==> config.mk <==
export PLATFORM = sky130hd
export DESIGN_NAME = f2u_trunc_conv
export DESIGN_NICKNAME = d
export VERILOG_FILES = /design/src/rtl/f2u_pkg.sv /design/src/rtl/f2u_classify.sv /design/src/rtl/f2u_shifter.sv /design/src/rtl/f2u_trunc_conv.sv
export SDC_FILE = /design/constraint.sdc
export NUM_CORES = 1
export LEC_CHECK = 0
export ABC_AREA = 0
export CAP_MARGIN = 20
export CELL_PAD_IN_SITES_DETAIL_PLACEMENT = 0
export CELL_PAD_IN_SITES_GLOBAL_PLACEMENT = 1
export CORE_MARGIN = 1
export CORE_UTILIZATION = 41
export DETAILED_ROUTE_END_ITERATION = 10
export PLACE_DENSITY_LB_ADDON = 0.1
export SETUP_SLACK_MARGIN = 0.5
export SLEW_MARGIN = 10
export SYNTH_ARGS = -nofsm -noshare
export SYNTH_HDL_FRONTEND = slang
export SYNTH_SLANG_ARGS = --single-unit
==> constraint.sdc <==
create_clock -name clk -period 2.8 [get_ports clk]
set_clock_uncertainty 0.05 [all_clocks]
set_input_delay 0.42 -clock clk [delete_from_list [all_inputs] [get_ports clk]]
set_output_delay 0.42 -clock clk [all_outputs]
set_load 0.05 [all_outputs]
==> src/rtl/f2u_pkg.sv <==
package f2u_pkg;

  // Operand class, decided once in the first pipeline stage
  typedef enum logic [2:0] {
    CLS_ZERO,  // either signed zero
    CLS_NAN,   // any NaN
    CLS_NEG,   // negative, nonzero, not NaN
    CLS_OVER,  // positive, at or above 2^INT_W, or +inf
    CLS_TINY,  // positive, below one (denormals included)
    CLS_NORM   // positive, integer part fits
  } f2u_cls_e;

endpackage

==> src/rtl/f2u_classify.sv <==
module f2u_classify
  import f2u_pkg::*;
#(
  parameter int EXP_W = 8,
  parameter int MAN_W = 23,
  parameter int INT_W = 32,
  localparam int FLT_W = 1 + EXP_W + MAN_W,
  localparam int SH_W  = $clog2(INT_W)
) (
  input  logic [FLT_W-1:0] op_bits,
  output f2u_cls_e         op_cls,
  output logic [SH_W-1:0]  op_shamt,
  output logic [MAN_W:0]   op_sig
);

  localparam int BIAS = (1 << (EXP_W - 1)) - 1;
  localparam logic [EXP_W:0] BIAS_X = (EXP_W + 1)'(BIAS);
  localparam logic [EXP_W:0] OVER_X = (EXP_W + 1)'(BIAS + INT_W);

  logic             sgn;
  logic [EXP_W-1:0] expo;
  logic [MAN_W-1:0] frac;
  logic [EXP_W:0]   expo_x;
  logic [EXP_W:0]   e_unb;

  assign sgn    = op_bits[FLT_W-1];
  assign expo   = op_bits[FLT_W-2:MAN_W];
  assign frac   = op_bits[MAN_W-1:0];
  assign expo_x = {1'b0, expo};
  assign e_unb  = expo_x - BIAS_X;

  // Precedence: zero, NaN, negative, overflow, below one, normal
  always_comb begin
    if (expo == '0 && frac == '0)       op_cls = CLS_ZERO;
    else if (expo == '1 && frac != '0)  op_cls = CLS_NAN;
    else if (sgn)                       op_cls = CLS_NEG;
    else if (expo_x >= OVER_X)          op_cls = CLS_OVER;
    else if (expo_x < BIAS_X)           op_cls = CLS_TINY;
    else                                op_cls = CLS_NORM;
  end

  assign op_shamt = e_unb[SH_W-1:0];
  assign op_sig   = {1'b1, frac};

endmodule

==> src/rtl/f2u_shifter.sv <==
module f2u_shifter #(
  parameter int SIG_W = 24,
  parameter int SH_W  = 5,
  parameter int OUT_W = 55
) (
  input  logic [SIG_W-1:0] sig,
  input  logic [SH_W-1:0]  shamt,
  output logic [OUT_W-1:0] wide
);

  // Logarithmic left shifter, one stage per shift-amount bit
  logic [OUT_W-1:0] stage [0:SH_W];

  assign stage[0] = OUT_W'(sig);

  for (genvar g = 0; g < SH_W; g++) begin : g_stage
    assign stage[g+1] = shamt[g] ? (stage[g] << (1 << g)) : stage[g];
  end

  assign wide = stage[SH_W];

endmodule

==> src/rtl/f2u_trunc_conv.sv <==
module f2u_trunc_conv
  import f2u_pkg::*;
#(
  parameter int EXP_W = 8,
  parameter int MAN_W = 23,
  parameter int INT_W = 32,
  localparam int FLT_W = 1 + EXP_W + MAN_W
) (
  input  logic             clk,
  input  logic             rst,
  input  logic             in_valid,
  input  logic [FLT_W-1:0] in_bits,
  output logic [INT_W-1:0] out_value,
  output logic             out_invalid,
  output logic             out_inexact,
  output logic             out_done
);

  localparam int SH_W  = $clog2(INT_W);
  localparam int SIG_W = MAN_W + 1;
  localparam int WIDE_W = INT_W + MAN_W;

  // Stage 0: classification
  f2u_cls_e          c_cls;
  logic [SH_W-1:0]   c_shamt;
  logic [SIG_W-1:0]  c_sig;

  f2u_classify #(
    .EXP_W(EXP_W), .MAN_W(MAN_W), .INT_W(INT_W)
  ) u_cls (
    .op_bits (in_bits),
    .op_cls  (c_cls),
    .op_shamt(c_shamt),
    .op_sig  (c_sig)
  );

  // Stage 1 registers
  logic              s1_valid;
  f2u_cls_e          s1_cls;
  logic [SH_W-1:0]   s1_shamt;
  logic [SIG_W-1:0]  s1_sig;

  always_ff @(posedge clk) begin
    if (rst) begin
      s1_valid <= 1'b0;
      s1_cls   <= CLS_ZERO;
      s1_shamt <= '0;
      s1_sig   <= '0;
    end else begin
      s1_valid <= in_valid;
      if (in_valid) begin
        s1_cls   <= c_cls;
        s1_shamt <= c_shamt;
        s1_sig   <= c_sig;
      end
    end
  end

  // Stage 1: alignment; integer part above MAN_W, dropped fraction below
  logic [WIDE_W-1:0] s1_wide;

  f2u_shifter #(
    .SIG_W(SIG_W), .SH_W(SH_W), .OUT_W(WIDE_W)
  ) u_shf (
    .sig  (s1_sig),
    .shamt(s1_shamt),
    .wide (s1_wide)
  );

  logic [INT_W-1:0] n_value;
  logic             n_invalid;
  logic             n_inexact;

  always_comb begin
    n_value   = '0;
    n_invalid = 1'b0;
    n_inexact = 1'b0;
    unique case (s1_cls)
      CLS_NAN, CLS_NEG: n_invalid = 1'b1;
      CLS_OVER: begin
        n_value   = '1;
        n_invalid = 1'b1;
      end
      CLS_TINY: n_inexact = 1'b1;
      CLS_NORM: begin
        n_value   = s1_wide[WIDE_W-1:MAN_W];
        n_inexact = |s1_wide[MAN_W-1:0];
      end
      default: ;
    endcase
  end

  // Stage 2: output registers, held between results
  always_ff @(posedge clk) begin
    if (rst) begin
      out_value   <= '0;
      out_invalid <= 1'b0;
      out_inexact <= 1'b0;
      out_done    <= 1'b0;
    end else begin
      out_done <= s1_valid;
      if (s1_valid) begin
        out_value   <= n_value;
        out_invalid <= n_invalid;
        out_inexact <= n_inexact;
      end
    end
  end

endmodule

# [Word level (Yosys, flattened, before mapping)]
# Cells that the tools add are included.
[totals] reg_bits=68 in_bits=35
[op_classes] n_addsub=1 order_cmp=2 n_eq_ne=6 muxes=13 reduce_logical=7
[op_table] cell="2-to-1 mux 55 bit" count=4
[op_table] cell="one-hot mux 32 bit (2 select lines)" count=1
[op_table] cell="2-to-1 mux 25 bit" count=1
[op_table] cell="logical NOT 23 bit" count=1
[op_table] cell="nonzero test 23 bit" count=1
[op_table] cell="OR reduction 23 bit" count=1
[op_table] cell="2-to-1 mux 3 bit" count=4
[op_table] cell="== test 8 bit (second input constant)" count=1
[op_table] cell="greater-or-equal comparator 8 bit (second input constant)" count=1
[op_table] cell="logical NOT 8 bit" count=1
[op_table] cell="less-than comparator 8 x 7 -> 1 bit (second input constant)" count=1
[op_table] cell="== test 3 x 2 -> 1 bit (second input constant)" count=2
[op_table] cell="== test 3 bit (second input constant)" count=2
[op_table] cell="subtractor 5 bit (second input constant)" count=1
[op_table] cell="== test 3 x 1 -> 1 bit (second input constant)" count=1
[op_table] cell="OR reduction 3 bit" count=1
[op_table] cell="logical AND 1 bit" count=2
[op_table] cell="2-to-1 mux 1 bit" count=2
[op_table] cell="one-hot mux 1 bit (2 select lines)" count=1

# [Logic depth before layout (Yosys ltp)]
# Gate-level depths: netlist (run 1).
[logic_depth] word_depth=7 depth_mapped=10 depth_no_buf=7

# [By module]
# Synthesis (run 1) repeated with hierarchy kept, for this count alone.
[unflattened] cells_unflattened=608 area_unflattened_um2=5116.2
[by_module_without_submodules] module="f2u_trunc_conv" n_inst=1 cells_each=271 area_per_inst_um2=2716.4 seq_area_each_um2=1361.3
[by_module_without_submodules] module="f2u_shifter" n_inst=1 cells_each=281 area_per_inst_um2=1991.9 seq_area_each_um2=0.0
[by_module_without_submodules] module="f2u_classify" n_inst=1 cells_each=56 area_per_inst_um2=407.9 seq_area_each_um2=0.0

# [Worst setup path before layout (run 1)]
# OpenSTA, ideal clock, no wires.
[synth_path] kind="register -> register" from="register s1_shamt[2]" to="register out_inexact" setup_ps=130 arrival_time_ps=2144 path_slack_ps=476 path_stages_with_launch=8 synth_period_minus_slack_ps=2324 path_cell_list="dfxtp_1 buf_2 buf_1 mux4_2 mux4_2 nand4b_1 nor4_2 o22ai_1"
[synth_between] elab_chain_cells=5
[synth_rtl] item="start: declaration" line_no="f2u_trunc_conv.sv:40" rtl="logic [SH_W-1:0] s1_shamt;"
[synth_rtl] item="start signal: assignment" line_no="f2u_trunc_conv.sv:53" rtl="s1_shamt <= c_shamt;"
[synth_rtl] item="2-to-1 mux 55 bit (3 in series)" line_no="f2u_shifter.sv:17" rtl="assign stage[g+1] = shamt[g] ? (stage[g] << (1 << g)) : stage[g];"
[synth_rtl] item="OR reduction 23 bit" line_no="f2u_trunc_conv.sv:87" rtl="n_inexact = |s1_wide[MAN_W-1:0];"
[synth_rtl] item="one-hot mux 1 bit (2 select lines)" line_no="f2u_trunc_conv.sv:78" rtl="unique case (s1_cls)"
[synth_rtl] item="end signal: assignment" line_no="f2u_trunc_conv.sv:105" rtl="out_inexact <= n_inexact;"
[synth_rtl] item="end: declaration" line_no="f2u_trunc_conv.sv:15" rtl="output logic out_inexact,"
# No other way between the ends.
# A chain may end at the register's enable or synchronous reset.

# [Final worst setup path (run 1)]
[layout_path] from="register s1_shamt[1]" to="register out_inexact"
[layout_between] elab_chain_cells=6
[layout_rtl] item="2-to-1 mux 55 bit (4 in series)" line_no="f2u_shifter.sv:17"
[layout_rtl] item="OR reduction 23 bit" line_no="f2u_trunc_conv.sv:87"
[layout_rtl] item="one-hot mux 1 bit (2 select lines)" line_no="f2u_trunc_conv.sv:78"
# No other way between the ends.

==> results of run 1 <==
==> worst min path at each step <==
stage / depth (start not counted) / endpoint / start / slack [ns]
CTS: 2 / out_value[11] / out_value[11] / 0.43
global placement: 2 / out_value[0] / out_value[0] / 0.41
floorplan: 2 / s1_sig[21] / s1_sig[21] / 0.44
detailed placement: 2 / out_value[22] / out_value[22] / 0.41
global route: 2 / out_value[22] / out_value[22] / 0.45
finish: 2 / out_value[0] / out_value[0] / 0.42
==> layer usage <==
layer | vias to the layer above | part of all wire (%) | GRT usage, %
li1 | 1889 | - | -
met1 | 1872 | 46 | 31.76
met2 | 116 | 47 | 38.35
met3 | 23 | 4.7 | 4.783
met4 | 0 | 2.2 | 8.878
met5 | - | 0 | 0
==> repair_timing <==
action                                  4_1_cts  5_1_grt
cloned                                        1        0
pin swaps                                     5        7
buffers inserted                              7        2
resized for setup                            10       17
endpoints found under the setup margin       19       16
==> power by group <==
part | internal [W] | total, W | leakage, nW | switching (W)
logic | 0.000328 | 0.000707 | 1.34 | 0.000379
registers | 0.00102 | 0.00109 | 0.560 | 0.0000674
clock network | 0.000435 | 0.000808 | 0.100 | 0.000373
total | 0.00178 | 0.00260 | 2.00 | 0.000820
==> cells by family after synthesis <==
group	share of synthesized area [%]
buf+inv	5.008
fa+ha+maj	0.5890
mux	28.81
flops	32.05
compound gates	13.96
xor+xnor	0.8249
simple gates	18.76
==> cells in the mapped netlist, drive strengths merged, types with 11 or more instances <==
cell type   n
clkbuf     24
o21ai      31
dfxtp      68
nor2       84
nor2b      12
a211oi     11
mux2       22
buf        17
mux2i      45
nor3       13
mux4       23
nand2      18
a21oi      27
==> flip-flops by register name, summed over array words and instances (netlist names) <==
register     count
out_value       32
s1_shamt         5
s1_sig          24
out_done         1
out_inexact      1
out_invalid      1
s1_cls           3
s1_valid         1
==> layout make-up <==
cell class / instances / area share, %
clock buffer: 12 / 2.686
tap: 133 / 3.080
inverter: 8 / 0.5558
clock inverter: 4 / 0.9032
multi-input combinational: 365 / 50.60
timing repair buffer: 95 / 16.88
sequential: 68 / 25.29
==> stage by stage <==
stage,area [um2],total power (W)
floorplan,4249,0.001541
global placement,5046,0.001762
detailed placement,5046,0.001761
CTS,5335,0.002600
global route,5403,0.002734
finish,5403,0.002601
==> worst max-delay path, cell delays in order (launching register included) <==
cell and delay [ns]:
dfxtp_4 0.41, buf_12 0.15, mux4_2 0.55, mux4_2 0.49, nand4b_1 0.20, nor4_2 0.31
o22ai_1 0.09
==> metrics.log, run 1 <==
INFO  metric outcome = finished, final reports clean
INFO  metric final_cell_mix = nor2_1 (84), clkdlybuf4s50_1 (67), dfxtp_1 (66)
INFO  metric num-nets-final = 584
INFO  metric crit_path_start = s1_shamt[1]
INFO  metric setup.reg_to_reg.worst_slack = 0.40 ns
INFO  metric final_core_utilization = 54.52%
INFO  metric ys.warnings.count = 0
INFO  metric dp_worst_setup_slack = 0.1360 ns
INFO  metric grtUsageTotal = 23.89%
INFO  metric tritoncts = yes
INFO  metric synth_largest_type_area_fraction = 32.05%
INFO  metric synth_seq_cells = 68
INFO  metric static-leakage-power = 1.996 nW
INFO  metric floorplan.rows = 36
INFO  metric path_max_fanout = 8
INFO  metric finalWirelength = 12,250 um
INFO  metric post-route-worst-setup-slack = 0.4043 ns
INFO  metric netlist.top_cell.by_area = dfxtp_1
INFO  metric ant_nets = 0
INFO  metric io_buffer_count = 69
INFO  metric post_drt_wl_per_cell = 17.88 um
INFO  metric place_hpwl = 9476 um
INFO  metric core_area = 0.009910 mm2
INFO  metric post-route-period-util = 85.56%
INFO  metric vias = 3,900
INFO  metric grt_antenna_before_repair = 0
INFO  metric finalSetupTns = 0 ns
INFO  metric synth_edf_count = 0
INFO  metric reg2regPathDepth = 6
INFO  metric max-cap-violations = 0
INFO  metric drive_gt1_share = 18.66%
INFO  metric synthToLayoutAreaGrowth = 27.19%
INFO  metric layout_min_cycle_time = 2.396 ns
INFO  metric seq_area = 0.001366 mm2
INFO  metric grt_pass1_wl = 20,180 um
INFO  metric fin_worst_hold_slack = 0.4218 ns
INFO  metric timing.final.setup_violations = 0
INFO  metric die-width = 103.8 um
INFO  metric hp-class = flip-flop to flip-flop
INFO  metric worst_ep_required_time = 2.96 ns
INFO  metric regToRegStartpoint = s1_shamt[1]
INFO  metric vias_per_cell = 5.693
INFO  metric pin_count_of_the_biggest_net_entering_global_routing = 46
INFO  metric worst_slew_margin_rel = 46.02%
INFO  metric diodes = 0
INFO  metric design.die.area = 0.01077 mm2
INFO  metric yosysSeqAreaShare = 32.05%
INFO  metric synth_area = 0.004248 mm2
INFO  metric setup.worst_path.end_class = flip-flop
INFO  metric drc_errors = 0
INFO  metric die_span_y = 103.8 um
INFO  metric postCtsHoldBufs = 0
INFO  metric worst_ir_drop_vdd = 0.0002840 V
INFO  metric reg2reg_to = out_inexact
INFO  metric timing.final.hold_violations = 0
INFO  metric ctsLongestPathBuffers = 2
INFO  metric post_cts_clock_slew_at_the_launch_and_capture_registers_of_the_worst_setup_and_hold_paths = 0.07 ns
INFO  metric place_congestion = 0.9338
INFO  metric multi_input_area = 0.002734 mm2
INFO  metric placedCellCount = 659
INFO  metric root_buffer = clkbuf_8
INFO  metric clk_latency = 0.35 ns
INFO  metric post_synth_num_cell_types = 46
INFO  metric setup.worst_path.end = out_inexact
INFO  metric grt_setup_unrepaired = yes
INFO  metric drv_slew = 0
INFO  metric cellPowerDensity = 481.4 mW/mm2
INFO  metric synth_top_cells_by_area = dfxtp_1 (32%), mux4_2 (11%), mux2i_1 (11%)
INFO  metric path_class = flip-flop to flip-flop
INFO  metric grt_remaining_overflow = 0
INFO  metric final.fill_count = 941
INFO  metric average_cell_area_after_synthesis = 8.813 um2
INFO  metric syn-instance-count = 482
INFO  metric syn_nets = 519
INFO  metric ioPinCount = 70
INFO  metric layout.cells.most_common = nor2_1
INFO  metric cp-start-kind = flip-flop
INFO  metric initial_core_util = 42.87%
INFO  metric most_used_flip_flop_cell_after_synthesis = dfxtp_1
INFO  metric detailedRoute.firstPassIterationCount = 5
INFO  metric htree_num_levels = 3
INFO  metric clock-sinks = 68
INFO  metric clock.fmax = 417.4 MHz
INFO  metric tightestPinTransition = 0.8097 ns
INFO  metric first_global_vias = 3,784
INFO  metric async_reset_ff_share = 0%
INFO  metric 1st_iter_drt_viols = 177
INFO  metric final_cell_count_no_fill = 685
INFO  metric cts_made_buffers = 9
INFO  metric cp.arrival = 2.55 ns
No activity file was read; power rests on OpenSTA's default activity.
==> run 2: changes to the inputs <==
--- a/config.mk
+++ b/config.mk
@@ -13,6 +13,7 @@
 export CORE_UTILIZATION = 41
 export DETAILED_ROUTE_END_ITERATION = 10
 export PLACE_DENSITY_LB_ADDON = 0.1
+export RECOVER_POWER = 50
 export SETUP_SLACK_MARGIN = 0.5
 export SLEW_MARGIN = 10
 export SYNTH_ARGS = -nofsm -noshare
==> run 2 against run 1 <==
Against the previous run:
- the run now ends with capacitance limit, slew limit left
- core utilization is 0.13 points lower
- setup slack lost 0.055 ns
- fmax decreased by 2.2%
- via count decreased by 1.1%
- final cell count did not move
- routed wire length fell by 0.18%
- sequential share of layout area is 0.059 points higher
- clock power barely moved
- register-to-register slack worse by 0.05 ns
- critical endpoint unchanged
- largest cell class unchanged
- largest power group unchanged
==> metrics.log, run 2 (synthesized netlist as in run 1, its figures left out) <==
INFO  metric reg2reg_to = out_inexact (unchanged)
INFO  metric ant_nets = 0 (unchanged)
INFO  metric post_drt_wl_per_cell = 17.84 um (was 17.88 um)
INFO  metric core_area = 0.009910 mm2 (unchanged)
INFO  metric cp_cell_sequence = buf_12 > mux4_2 > mux4_2 > nand4b_1 > nor4_2 > o22ai_1 (unchanged)
INFO  metric diodes = 0 (unchanged)
INFO  metric post-route-period-util = 87.52% (was 85.56%)
INFO  metric drc_errors = 0 (unchanged)
INFO  metric cts_made_buffers = 9 (unchanged)
INFO  metric finalSetupTns = 0 ns (unchanged)
INFO  metric pin_count_of_the_biggest_net_entering_global_routing = 46 (unchanged)
INFO  metric biggestRegsByFlops = out_value x32, s1_sig x24, s1_shamt x5 (unchanged)
INFO  metric top_layer = met4 (unchanged)
INFO  metric slowest_stage_cell_on_the_critical_path = mux4_2 (unchanged)
INFO  metric failing_checks = capacitance limit, slew limit
INFO  metric layout_min_cycle_time = 2.451 ns (was 2.396 ns)
INFO  metric vias_per_cell = 5.632 (was 5.693)
INFO  metric timing.final.setup_violations = 0 (unchanged)
INFO  metric worst_ir_drop_vdd = 0.0002838 V (was 0.0002840 V)
INFO  metric cp.arrival = 2.56 ns (was 2.55 ns)
INFO  metric postCtsHoldBufs = 0 (unchanged)
INFO  metric max-cap-violations = 2 (was 0)
INFO  metric setup.worst_path.end_class = flip-flop (unchanged)
INFO  metric path_class = flip-flop to flip-flop (unchanged)
INFO  metric htree_num_levels = 3 (unchanged)
INFO  metric number_of_flip_flops_in_the_largest_register = 32 (unchanged)
INFO  metric tightestPinTransition = 1.944 ns (was 0.8097 ns)
INFO  metric reg2regPathDepth = 6 (unchanged)
INFO  metric worst_slew_margin_rel = -29.59% (was 46.02%)
INFO  metric place_hpwl = 9476 um (unchanged)
INFO  metric grt_antenna_before_repair = 0 (unchanged)
INFO  metric static-leakage-power = 2.034 nW (was 1.996 nW)
INFO  metric grt_remaining_overflow = 0 (unchanged)
INFO  metric 1st_iter_drt_viols = 218 (was 177)
INFO  metric setup.reg_to_reg.worst_slack = 0.35 ns (was 0.40 ns)
INFO  metric layout.cells.most_common = nor2_1 (unchanged)
INFO  metric sum_of_routed_wire_segments_on_met1 = 5671 um (was 5680 um)
INFO  metric post_cts_clock_slew_at_the_launch_and_capture_registers_of_the_worst_setup_and_hold_paths = 0.07 ns (about the same)
INFO  metric detailedRoute.firstPassIterationCount = 4 (was 5)
INFO  metric root_buffer = clkbuf_8 (unchanged)
INFO  metric outcome = complete, but fails checks (was finished, final reports clean)
INFO  metric tot_pwr = 0.002596 W (was 0.002601 W)
INFO  metric critPathMostFrequentCell = mux4_2 (unchanged)
INFO  metric drive_gt1_share = 17.93% (was 18.66%)
INFO  metric first_global_vias = 3,784 (unchanged)
INFO  metric crit_path_start = s1_shamt[1] (unchanged)
INFO  metric grtUsageTotal = 23.89% (unchanged)
INFO  metric worst_ep_required_time = 2.91 ns (was 2.96 ns)
INFO  metric drv_slew = 71 (was 0)
INFO  metric initial_core_util = 42.87% (unchanged)
INFO  metric worst_hold_startpoint = out_value[13] (was out_value[0])
INFO  metric setup.worst_path.end = out_inexact (unchanged)
INFO  metric vias = 3,858 (was 3,900)
INFO  metric die-width = 103.8 um (unchanged)
INFO  metric met3_length = 600 um (was 579 um)
INFO  metric io_buffer_count = 69 (unchanged)
INFO  metric design.die.area = 0.01077 mm2 (unchanged)
INFO  metric grt_setup_unrepaired = yes (unchanged)
INFO  metric met2_routed_length = 5717 um (was 5713 um)
INFO  metric final.fill_count = 945 (was 941)
INFO  metric regToRegStartpoint = s1_shamt[1] (unchanged)
INFO  metric path_max_fanout = 8 (unchanged)
INFO  metric cp-start-kind = flip-flop (unchanged)
INFO  metric place_congestion = 0.9338 (unchanged)
INFO  metric tritoncts = yes (unchanged)
INFO  metric hp-class = flip-flop to flip-flop (unchanged)
INFO  metric maximum_single_stage_delay_on_the_critical_path = 0.55 ns (about the same)
INFO  metric ctsLongestPathBuffers = 2 (unchanged)
INFO  metric clock-sinks = 68 (unchanged)
INFO  metric ioPinCount = 70 (unchanged)
INFO  metric hold_path_depth = 2 (unchanged)
INFO  metric regMostFlops = out_value (unchanged)
INFO  metric clk_latency = 0.35 ns (about the same)
INFO  metric floorplan.rows = 36 (unchanged)
INFO  metric die_span_y = 103.8 um (unchanged)
INFO  metric timing.final.hold_violations = 0 (unchanged)
INFO  metric final_cell_mix = nor2_1 (84), dfxtp_1 (66), clkdlybuf4s50_1 (49) (was nor2_1 (84), clkdlybuf4s50_1 (67), dfxtp_1 (66))
INFO  metric grt_pass1_wl = 20,180 um (unchanged)
INFO  metric finalWirelength = 12,220 um (was 12,250 um)
INFO  metric num-nets-final = 584 (unchanged)
INFO  metric clock.fmax = 408.1 MHz (was 417.4 MHz)
INFO  metric synthToLayoutAreaGrowth = 26.89% (was 27.19%)
INFO  metric cellPowerDensity = 481.6 mW/mm2 (was 481.4 mW/mm2)
run 2: stage by stage:
stage               cells  area, um2  setup slack [ns]  hold WS [ns]  utilization [%]
CTS                   683       5335            0.4115        0.4272            53.84
global placement      659       5046            0.1946        0.4065            50.92
detailed placement    659       5046            0.1360        0.4141            50.92
finish                685       5390            0.3493        0.4191            54.39
floorplan             482       4249            0.5089        0.4385                -
global route          685       5390            0.1735        0.4457            54.39
run 2: worst min-delay path by stage:
stage	to	slack [ns]
after detailed placement	out_value[22]	0.41
after CTS	out_value[11]	0.43
final	out_value[13]	0.42
after global placement	out_value[0]	0.41
after global routing	out_value[22]	0.45
after floorplan	s1_sig[21]	0.44
run 2: critical path: cells and delay by family (launching register included):
| family | cells | cell delay, ns |
|---|---|---|
| buffers and inverters | 1 | 0.15 |
| AO/OA/AOI/OAI | 1 | 0.09 |
| multiplexers | 2 | 1.04 |
| flip-flops | 1 | 0.41 |
| AND/OR/NAND/NOR | 2 | 0.52 |
run 2: repair_timing:
item	CTS	global route
gates cloned	1	0
buffers inserted	7	2
pin swaps	5	7
gates resized for setup	10	17
setup endpoints to repair	19	16
run 2: metal layers:
metal / up-vias / GRT usage, %
li1: 1891 / -
met1: 1853 / 31.76
met2: 99 / 38.35
met3: 15 / 4.783
met4: 0 / 8.878
met5: - / 0
run 2: where the power goes:
| part | internal, W | total (W) | switching [W] |
|---|---|---|---|
| Combinational | 0.000323 | 0.000701 | 0.000378 |
| Clock | 0.000435 | 0.000809 | 0.000374 |
| Sequential | 0.00102 | 0.00109 | 0.0000669 |
run 2: area by class of cell:
class / count / area [um2] / share of cell area (%)
Clock buffer: 12 / 145.1 / 2.693
Clock inverter: 4 / 48.80 / 0.9053
Inverter: 8 / 30.03 / 0.5571
Multi-Input combinational cell: 365 / 2734 / 50.72
Sequential cell: 68 / 1366 / 25.35
Tap cell: 133 / 166.4 / 3.087
Timing Repair Buffer: 95 / 899.6 / 16.69
==> run 3: changes to the inputs <==
==> constraint.sdc (replaced) <==
create_clock -name clk -period 2.8 [get_ports clk]
set_clock_uncertainty 0.05 [all_clocks]
set_input_delay 0.42 -clock clk [delete_from_list [all_inputs] [get_ports clk]]
set_output_delay 0.42 -clock clk [all_outputs]
set_load 0.005 [all_outputs]
==> run 3 against run 2 <==
Against the previous run:
- the flow still finishes with violations (capacitance limit, slew limit)
- non-clock buffer count did not move
- design area did not move
- core utilization did not move
- clock power barely moved
==> metrics.log, run 3 (synthesized netlist as in run 1, its figures left out) <==
INFO  metric maximum_single_stage_delay_on_the_critical_path = 0.55 ns (about the same)
INFO  metric cp-start-kind = flip-flop (unchanged)
INFO  metric ioPinCount = 70 (unchanged)
INFO  metric final_core_utilization = 54.39% (unchanged)
INFO  metric place_congestion = 0.9338 (unchanged)
INFO  metric hp-class = flip-flop to flip-flop (unchanged)
INFO  metric synthToLayoutAreaGrowth = 26.89% (unchanged)
INFO  metric grtUsageTotal = 23.89% (unchanged)
INFO  metric vias_per_cell = 5.618 (was 5.632)
INFO  metric number_of_flip_flops_in_the_largest_register = 32 (unchanged)
INFO  metric setup.reg_to_reg.worst_slack = 0.35 ns (about the same)
INFO  metric regMostFlops = out_value (unchanged)
INFO  metric ant_nets = 0 (unchanged)
INFO  metric drv_slew = 71 (unchanged)
INFO  metric drc_errors = 0 (unchanged)
INFO  metric fin_worst_hold_slack = 0.4191 ns (unchanged)
INFO  metric postLayoutCellArea = 0.005390 mm2 (unchanged)
INFO  metric post_drt_wl_per_cell = 17.84 um (about the same)
INFO  metric place_hpwl = 9476 um (unchanged)
INFO  metric clk_latency = 0.35 ns (about the same)
INFO  metric worst_slew_margin_rel = -29.59% (about the same)
INFO  metric grt_setup_unrepaired = yes (unchanged)
INFO  metric post_cts_clock_slew_at_the_launch_and_capture_registers_of_the_worst_setup_and_hold_paths = 0.07 ns (about the same)
INFO  metric design.die.area = 0.01077 mm2 (unchanged)
INFO  metric path_max_fanout = 8 (unchanged)
INFO  metric timing.final.hold_violations = 0 (unchanged)
INFO  metric placedInstanceArea = 0.005046 mm2 (unchanged)
INFO  metric layout_min_cycle_time = 2.451 ns (about the same)
INFO  metric worst_ir_drop_vdd = 0.0002837 V (was 0.0002838 V)
INFO  metric core_area = 0.009910 mm2 (unchanged)
INFO  metric diodes = 0 (unchanged)
INFO  metric failing_checks = capacitance limit, slew limit (unchanged)
INFO  metric initial_core_util = 42.87% (unchanged)
INFO  metric die_span_y = 103.8 um (unchanged)
INFO  metric root_buffer = clkbuf_8 (unchanged)
INFO  metric biggestRegsByFlops = out_value x32, s1_sig x24, s1_shamt x5 (unchanged)
INFO  metric cp.arrival = 2.56 ns (about the same)
INFO  metric path_class = flip-flop to flip-flop (unchanged)
INFO  metric static-leakage-power = 2.037 nW (was 2.034 nW)
INFO  metric die-width = 103.8 um (unchanged)
INFO  metric clock.fmax = 408.0 MHz (was 408.1 MHz)
INFO  metric vias = 3,848 (was 3,858)
INFO  metric setup.worst_path.end_class = flip-flop (unchanged)
INFO  metric outcome = complete, but fails checks (unchanged)
INFO  metric slowest_stage_cell_on_the_critical_path = mux4_2 (unchanged)
INFO  metric critPathMostFrequentCell = mux4_2 (unchanged)
INFO  metric cp_cell_sequence = buf_12 > mux4_2 > mux4_2 > nand4b_1 > nor4_2 > o22ai_1 (unchanged)
INFO  metric postCtsHoldBufs = 0 (unchanged)
INFO  metric ctsLongestPathBuffers = 2 (unchanged)
INFO  metric pin_count_of_the_biggest_net_entering_global_routing = 46 (unchanged)
INFO  metric num-nets-final = 584 (unchanged)
INFO  metric grt_antenna_before_repair = 0 (unchanged)
INFO  metric htree_num_levels = 3 (unchanged)
INFO  metric grt_pass1_wl = 20,180 um (unchanged)
INFO  metric max-cap-violations = 2 (unchanged)
INFO  metric layout.cells.most_common = nor2_1 (unchanged)
INFO  metric cts_made_buffers = 9 (unchanged)
INFO  metric timing.final.setup_violations = 0 (unchanged)
INFO  metric final_cell_mix = nor2_1 (84), dfxtp_1 (66), clkdlybuf4s50_1 (48) (was nor2_1 (84), dfxtp_1 (66), clkdlybuf4s50_1 (49))
INFO  metric first_global_vias = 3,784 (unchanged)
INFO  metric tritoncts = yes (unchanged)
INFO  metric grt_remaining_overflow = 0 (unchanged)
INFO  metric 1st_iter_drt_viols = 218 (unchanged)
INFO  metric finalWirelength = 12,220 um (about the same)
INFO  metric floorplan.rows = 36 (unchanged)
INFO  metric detailedRoute.firstPassIterationCount = 4 (unchanged)
INFO  metric finalSetupTns = 0 ns (unchanged)
INFO  metric tightestPinTransition = 1.944 ns (about the same)
INFO  metric drive_gt1_share = 17.93% (unchanged)
INFO  metric post-route-period-util = 87.53% (was 87.52%)
INFO  metric cellPowerDensity = 467.9 mW/mm2 (was 481.6 mW/mm2)
INFO  metric io_buffer_count = 69 (unchanged)
INFO  metric clock-sinks = 68 (unchanged)
INFO  metric worst_ep_required_time = 2.91 ns (about the same)
-- run 3: worst max-delay path: cells and delay by family, from the launching register on --
kind,cells,cell delay [ns]
AO/OA/AOI/OAI,1,0.09
AND/OR/NAND/NOR,2,0.52
multiplexers,2,1.04
flip-flops,1,0.41
buffers and inverters,1,0.15
-- run 3: path summary, 6_finish.rpt --
kind / from / end / depth (start not counted)
min: out_value[13] / out_value[13] / 2
min reg2reg: out_value[13] / out_value[13] / 2
max reg2reg: s1_shamt[1] / out_inexact / 6
max: s1_shamt[1] / out_inexact / 6
-- run 3: report_power, final --
part	internal [W]	switching [W]
Sequential	0.00102	0.0000668
Clock	0.000435	0.000375
Combinational	0.000322	0.000305
-- run 3: routing by layer --
layer | wire length [um] | track usage (%) | up-vias
li1 | - | - | 1891
met1 | 5698 | 31.76 | 1844
met2 | 5688 | 38.35 | 96
met3 | 574 | 4.783 | 17
met4 | 255 | 8.878 | 0
met5 | 0 | 0 | -
-- run 3: repair_timing --
item                       CTS  global route
gates resized for setup     10            17
setup buffers                7             2
gates cloned                 1             0
pin swaps                    5             7
setup endpoints to repair   19            16
-- run 3: metrics by stage --
stage,cells,setup WS [ns],power [W]
4_1_cts,683,0.4115,0.002526
5_1_grt,685,0.1735,0.002655
3_3_place_gp,659,0.1946,0.001689
6_report,685,0.3491,0.002522
3_5_place_dp,659,0.1360,0.001687
2_1_floorplan,482,0.5089,0.001468
-- run 3: layout make-up --
| type | instances | area [um2] |
|---|---|---|
| inverter | 8 | 30.03 |
| fill | 945 | 4519 |
| sequential | 68 | 1366 |
| clock buffer | 12 | 145.1 |
| tap | 133 | 166.4 |
| timing repair buffer | 95 | 899.6 |
| multi-input combinational | 365 | 2734 |
| clock inverter | 4 | 48.80 |
